File: config.mk
export PLATFORM = sky130hd
export DESIGN_NAME = shop_operand_gen
export DESIGN_NICKNAME = d
export VERILOG_FILES = /design/src/rtl/shop_pkg.sv /design/src/rtl/shop_imm_prep.sv /design/src/rtl/shop_amt_decode.sv /design/src/rtl/shop_shift_core.sv /design/src/rtl/shop_operand_gen.sv
export SDC_FILE = /design/constraint.sdc
export NUM_CORES = 1
export LEC_CHECK = 0
export BUFFER_PORTS_ARGS = -buffer_cell sky130_fd_sc_hd__buf_2
export CORE_MARGIN = 4
export CORE_UTILIZATION = 40
export DETAILED_ROUTE_END_ITERATION = 10
export GPL_TIMING_DRIVEN = 0
export SETUP_SLACK_MARGIN = 0.5
export SLEW_MARGIN = 30
export SYNTH_ARGS = -nofsm -noshare
export SYNTH_HDL_FRONTEND = slang
export SYNTH_HIERARCHICAL = 1
export SYNTH_SLANG_ARGS = --single-unit
File: constraint.sdc
create_clock -name vclk -period 13.2
set_clock_uncertainty 0.05 [all_clocks]
set_input_delay 1.32 -clock vclk [all_inputs]
set_output_delay 1.32 -clock vclk [all_outputs]
set_load 0.01 [all_outputs]
File: src/rtl/shop_pkg.sv
package shop_pkg;

    typedef enum logic [1:0] {
        SK_LSL = 2'd0,
        SK_LSR = 2'd1,
        SK_ASR = 2'd2,
        SK_ROR = 2'd3
    } shift_kind_e;

endpackage

File: src/rtl/shop_imm_prep.sv
module shop_imm_prep #(
    parameter int DATA_W = 32,
    parameter int IMM_W  = 8,
    parameter int ROT_W  = 4,
    parameter int AMT_W  = 6
) (
    input  logic [IMM_W-1:0]  imm,
    input  logic [ROT_W-1:0]  rot,
    output logic [DATA_W-1:0] val,
    output logic [AMT_W-1:0]  amt
);

    // The rotate field counts pairs of bit positions.
    assign val = DATA_W'(imm);
    assign amt = AMT_W'({rot, 1'b0});

endmodule

File: src/rtl/shop_amt_decode.sv
module shop_amt_decode
    import shop_pkg::*;
#(
    parameter int DATA_W = 32,
    parameter int SHF_W  = 5,
    parameter int RAMT_W = 8,
    parameter int AMT_W  = 6
) (
    input  logic              from_reg,
    input  shift_kind_e       kind,
    input  logic [SHF_W-1:0]  field,
    input  logic [RAMT_W-1:0] reg_amt,
    output logic [AMT_W-1:0]  amt,
    output logic              rrx
);

    localparam logic [AMT_W-1:0]  AMT_FULL = AMT_W'(DATA_W);
    localparam logic [AMT_W-1:0]  AMT_OVER = AMT_W'(DATA_W + 1);
    localparam logic [RAMT_W-1:0] RA_FULL  = RAMT_W'(DATA_W);
    localparam logic [RAMT_W-1:0] RA_TOP   = RAMT_W'(DATA_W - 1);

    always_comb begin
        amt = '0;
        rrx = 1'b0;
        if (!from_reg) begin
            unique case (kind)
                SK_LSL: amt = AMT_W'(field);
                SK_LSR,
                SK_ASR: amt = (field == '0) ? AMT_FULL : AMT_W'(field);
                SK_ROR: begin
                    amt = AMT_W'(field);
                    rrx = (field == '0);
                end
            endcase
        end else begin
            unique case (kind)
                SK_LSL,
                SK_LSR: amt = (reg_amt > RA_FULL) ? AMT_OVER : AMT_W'(reg_amt);
                SK_ASR: amt = (reg_amt > RA_TOP) ? AMT_FULL : AMT_W'(reg_amt);
                SK_ROR: begin
                    if (reg_amt == '0)
                        amt = '0;
                    else if (reg_amt[SHF_W-1:0] == '0)
                        amt = AMT_FULL;
                    else
                        amt = AMT_W'(reg_amt[SHF_W-1:0]);
                end
            endcase
        end
    end

endmodule

File: src/rtl/shop_shift_core.sv
module shop_shift_core
    import shop_pkg::*;
#(
    parameter int DATA_W = 32,
    parameter int AMT_W  = 6
) (
    input  shift_kind_e       kind,
    input  logic [DATA_W-1:0] val,
    input  logic [AMT_W-1:0]  amt,
    input  logic              rrx,
    input  logic              cin,
    output logic [DATA_W-1:0] res,
    output logic              cout
);

    localparam int WX = DATA_W + 1;

    // One guard bit beyond the word catches the last bit shifted out.
    logic [WX-1:0]     lsl_w;
    logic [WX-1:0]     lsr_w;
    logic [WX-1:0]     asr_w;
    logic [DATA_W-1:0] ror_w;

    assign lsl_w = {1'b0, val} << amt;
    assign lsr_w = {val, 1'b0} >> amt;
    assign asr_w = WX'($signed({val, 1'b0}) >>> amt);
    assign ror_w = DATA_W'({val, val} >> amt);

    always_comb begin
        res  = val;
        cout = cin;
        if (rrx) begin
            res  = {cin, val[DATA_W-1:1]};
            cout = val[0];
        end else if (amt != '0) begin
            unique case (kind)
                SK_LSL: begin
                    res  = lsl_w[DATA_W-1:0];
                    cout = lsl_w[DATA_W];
                end
                SK_LSR: begin
                    res  = lsr_w[DATA_W:1];
                    cout = lsr_w[0];
                end
                SK_ASR: begin
                    res  = asr_w[DATA_W:1];
                    cout = asr_w[0];
                end
                SK_ROR: begin
                    res  = ror_w;
                    cout = ror_w[DATA_W-1];
                end
            endcase
        end
    end

endmodule

File: src/rtl/shop_operand_gen.sv
module shop_operand_gen
    import shop_pkg::*;
#(
    parameter int DATA_W  = 32,
    parameter int IMM_W   = 8,
    parameter int ROT_W   = 4,
    parameter int SHF_W   = 5,
    parameter int RAMT_W  = 8,
    parameter int PC_BIAS = 4
) (
    input  logic              use_imm,
    input  logic [IMM_W-1:0]  imm_byte,
    input  logic [ROT_W-1:0]  imm_rot,
    input  logic [DATA_W-1:0] src_val,
    input  logic              src_is_pc,
    input  logic [1:0]        shift_sel,
    input  logic              amt_by_reg,
    input  logic [SHF_W-1:0]  amt_field,
    input  logic [DATA_W-1:0] amt_src,
    input  logic              amt_is_pc,
    input  logic              carry_in,
    output logic [DATA_W-1:0] operand,
    output logic              carry_out
);

    localparam int AMT_W = $clog2(DATA_W + 2);

    logic [DATA_W-1:0] imm_val;
    logic [AMT_W-1:0]  imm_amt;
    logic [DATA_W-1:0] src_eff;
    logic [RAMT_W-1:0] amt_eff;
    logic [AMT_W-1:0]  dec_amt;
    logic              dec_rrx;
    shift_kind_e       kind_sel;
    shift_kind_e       kind_core;
    logic [DATA_W-1:0] val_core;
    logic [AMT_W-1:0]  amt_core;
    logic              rrx_core;
    logic              unused_hi_amt;

    assign unused_hi_amt = ^amt_src[DATA_W-1:RAMT_W];
    assign kind_sel      = shift_kind_e'(shift_sel);

    // Program-counter read-ahead applies only to register-amount shifts.
    if (PC_BIAS != 0) begin : g_pc_bias
        assign src_eff = (amt_by_reg && src_is_pc) ? src_val + DATA_W'(PC_BIAS) : src_val;
        assign amt_eff = (amt_by_reg && amt_is_pc) ? amt_src[RAMT_W-1:0] + RAMT_W'(PC_BIAS)
                                                   : amt_src[RAMT_W-1:0];
    end else begin : g_no_bias
        logic unused_pc_flags;
        assign unused_pc_flags = src_is_pc ^ amt_is_pc;
        assign src_eff = src_val;
        assign amt_eff = amt_src[RAMT_W-1:0];
    end

    shop_imm_prep #(
        .DATA_W (DATA_W),
        .IMM_W  (IMM_W),
        .ROT_W  (ROT_W),
        .AMT_W  (AMT_W)
    ) u_imm (
        .imm (imm_byte),
        .rot (imm_rot),
        .val (imm_val),
        .amt (imm_amt)
    );

    shop_amt_decode #(
        .DATA_W (DATA_W),
        .SHF_W  (SHF_W),
        .RAMT_W (RAMT_W),
        .AMT_W  (AMT_W)
    ) u_amt (
        .from_reg (amt_by_reg),
        .kind     (kind_sel),
        .field    (amt_field),
        .reg_amt  (amt_eff),
        .amt      (dec_amt),
        .rrx      (dec_rrx)
    );

    assign kind_core = use_imm ? SK_ROR  : kind_sel;
    assign val_core  = use_imm ? imm_val : src_eff;
    assign amt_core  = use_imm ? imm_amt : dec_amt;
    assign rrx_core  = !use_imm && dec_rrx;

    shop_shift_core #(
        .DATA_W (DATA_W),
        .AMT_W  (AMT_W)
    ) u_core (
        .kind (kind_core),
        .val  (val_core),
        .amt  (amt_core),
        .rrx  (rrx_core),
        .cin  (carry_in),
        .res  (operand),
        .cout (carry_out)
    );

    // Port-level checks of the special encodings.
    always_comb begin
        if (use_imm && imm_rot == '0) begin
            a_r1_imm_plain: assert (operand == DATA_W'(imm_byte) && carry_out == carry_in)
                else $error("R1 unrotated constant mismatch");
        end
        if (use_imm && imm_rot != '0) begin
            a_r2_imm_carry: assert (carry_out == operand[DATA_W-1])
                else $error("R2 rotate carry mismatch");
        end
        if (!use_imm && !amt_by_reg && kind_sel == SK_ROR && amt_field == '0) begin
            a_r6_rrx: assert (operand == {carry_in, src_val[DATA_W-1:1]} && carry_out == src_val[0])
                else $error("R6 rotate-through-carry mismatch");
        end
        if (!use_imm && amt_by_reg && (kind_sel == SK_LSL || kind_sel == SK_LSR)
            && amt_eff > RAMT_W'(DATA_W)) begin
            a_r8_far_zero: assert (operand == '0 && !carry_out)
                else $error("R8 far shift not zero");
        end
        if (!use_imm && amt_by_reg && kind_sel == SK_ASR && amt_eff >= RAMT_W'(DATA_W)) begin
            a_r9_sign_fill: assert (operand == {DATA_W{src_eff[DATA_W-1]}}
                                    && carry_out == src_eff[DATA_W-1])
                else $error("R9 sign fill mismatch");
        end
        if (!use_imm && amt_by_reg && amt_eff == '0) begin
            a_r4_zero_pass: assert (operand == src_eff && carry_out == carry_in)
                else $error("R4 zero amount not passed through");
        end
    end

endmodule

==> impl_metrics.ini <==
[worst_hold_path]
worstHoldPathCells = 4
worstHoldStart = carry_in
holdPathEnd = operand[31]
hp-class = in -> out

[power]
ir_drop_uv = 29.53
powerDensity_nw_per_um2 = 72.62
leakage_nw = 3.272

[worst_setup_path]
arrival_ns = 7.52
crit_buf_inv = 6
cpMostUsedCell = buf_2
slowest_delay_ns = 0.84
path_cells = buf_2 > and2_1 > clkbuf_1 > nand4_1 > or2_2 > xnor2_1 > nor3_1 > nor2_1 > a21boi_1 > o2bb2ai_1 > mux2_2 > buf_2 > buf_2 > nor4_2 > and2_0 > clkbuf_1 > a32oi_1 > o21ai_0 > a31oi_1 > o21ai_1 > buf_2
criticalPathCategory = in -> out
critPathLaunchType = input pin
end_kind = primary output
cp_slowest_cell = o21ai_0
crit_fanout = 11
cp_num_cells = 21
crit_required_ns = 11.83
crit_family = simple AND/OR/NAND/NOR gates

[placement]
place_hpwl_mm = 39.01
dp_cells = 1467
io_buffers = 84
gp_congestion = 1.125

[yosys]
ys_top_cells_by_count = 123 x nand2_1, 92 x nor2_1, 72 x o21ai_0
synthXorXnorAreaFrac = 0.03443
synth_compound_area_frac = 0.2761
yosys_warnings = 6
yosys.area.top_type_share = 0.1771
postSynthAreaPerCell_um2 = 7.229
synthSimpleGateAreaFrac = 0.2446
yosys-top-cells-area = mux4_2 18%, mux2i_1 7.2%, nand2_1 5.9%
synth_top_family_by_area = multiplexers
netlist_instances = 1091
synthAdderAreaFrac = 0.006346
ys_types = 91
muxShareOfSynthArea = 0.3248
synth_top_area_cell = mux4_2
synth_most_common_cell = nand2_1
yosysSeqAreaShare = 0
netlist_area_um2 = 7886

[sta]
setup_viol = 0
slew_viol_final = 0
period_needed_ns = 8.894
fin_setup_tns_ns = 0
fmax_mhz = 112.4
worst_pin_slew_ns = 1.076
post-route-period-util = 0.6738
hold_viol = 0
rsz0062_at_grt = no
relSlewSlack = 0.2776

[drt]
ant_nets = 0
wirelength_mm = 50.38
first_pass_iters = 6
avgViaCountPerCell = 7.289
wl_per_cell_um = 34.29
drc = 0
drt_first_iter_violations = 1911
dr_total_vias = 10708

[floorplanning]
start_util = 0.4065
core.rowCount = 51
die_x_um = 148.4
io-pin-count = 121
dieArea_um2 = 22030
core_um2 = 19400
die_height_um = 148.4

[cells_and_area]
nets = 1297
drive_above_1_share = 0.2427
fin_util = 0.4532
fillers = 2082
n_clock_buffer = 0
regArea_um2 = 0
design.seq.count = 0
finalNonFillerCells = 1469
area_delta_synth_final_pct = 11.47
multi_input_area_um2 = 7119

[run_status]
status = finished, final reports clean

[clocking]
cts_resized = 0
hold_buffers = 0
post-cts-setup-buffers = 0

[grt]
grt_pass1_wl_mm = 71.30
grt_overflow_total = 0
grt_pass1_vias = 10084
gr-usage-all-layers = 0.4392
grt_antenna_before_repair = 4
grt_start_max_net_pins = 12

[flow_run]
cap_violations = 0
## layout make-up
type / instances / share of cell area
well taps: 265 / 0.03772
multi-input cells: 948 / 0.8098
diodes: 1 / 0.0002847
plain buffers: 149 / 0.09365
repair buffers: 87 / 0.05038
inverters: 19 / 0.008113
## tightest hold or removal path, delay by kind of cell
family	cells	cell delay, ns
compound gates	1	0.10
buf+inv	3	0.30
## worst max path at each step
stage,from,end,slack [ns]
finish,amt_by_reg,operand[18],4.31
global placement,amt_by_reg,operand[18],4.60
CTS,amt_by_reg,operand[18],4.72
global route,amt_by_reg,operand[18],4.24
floorplan,amt_is_pc,operand[2],6.79
detailed placement,amt_by_reg,operand[18],4.73
## cells in the final DEF (no fill, tap or decap), types with 7 or more instances in the layout
master / instances
a21oi_1: 48
a31oi_1: 16
a211oi_1: 21
or3_1: 8
o21ai_0: 57
nand4_1: 20
buf_6: 7
mux2i_1: 57
buf_4: 42
nor2_1: 92
and2_1: 14
nor3_1: 29
o21ai_1: 31
clkbuf_1: 63
o221ai_1: 12
mux2_2: 40
and3_1: 11
xor2_1: 22
o2bb2ai_1: 7
nand2_1: 123
buf_2: 106
inv_1: 14
nand2b_1: 18
xnor2_1: 9
nor2b_1: 11
mux2_1: 7
buf_1: 14
conb_1: 26
o31ai_1: 20
o211ai_1: 21
o22ai_1: 12
mux4_2: 62
nand3_1: 30
## cells by family after synthesis
family	count (synthesis)
adders and majority gates	4
buffers and inverters	168
AOI/OAI and AO/OA	324
other	1
and+or+nand+nor	393
xor gates and xnor gates	31
muxes	170
## report_power, final
part	internal, mW	total (mW)	switching (mW)
combinational	0.222	0.638	0.416
clock	0.00000000586	0.00000000587	0
sequential	0	0	0
total	0.222	0.638	0.416
## layer usage
metal	wire, um	vias up	track usage
met5	41	-	0
met4	4075	6	0.2559
met3	7958	302	0.1740
met2	20480	1057	0.6476
met1	17820	4990	0.5425
li1	-	4353	-
## per-stage QoR
step	setup slack, ns	cell area, um^2	hold slack (ns)	power [mW]
floorplan	6.789	7980	2.759	0.3739
finish	4.306	8791	2.986	0.6384
global placement	4.603	8732	2.982	0.6006
CTS	4.715	8777	2.984	0.5975
detailed placement	4.732	8777	2.983	0.5951
global route	4.236	8788	3.000	0.6486
No activity file was read; power rests on OpenSTA's default activity.
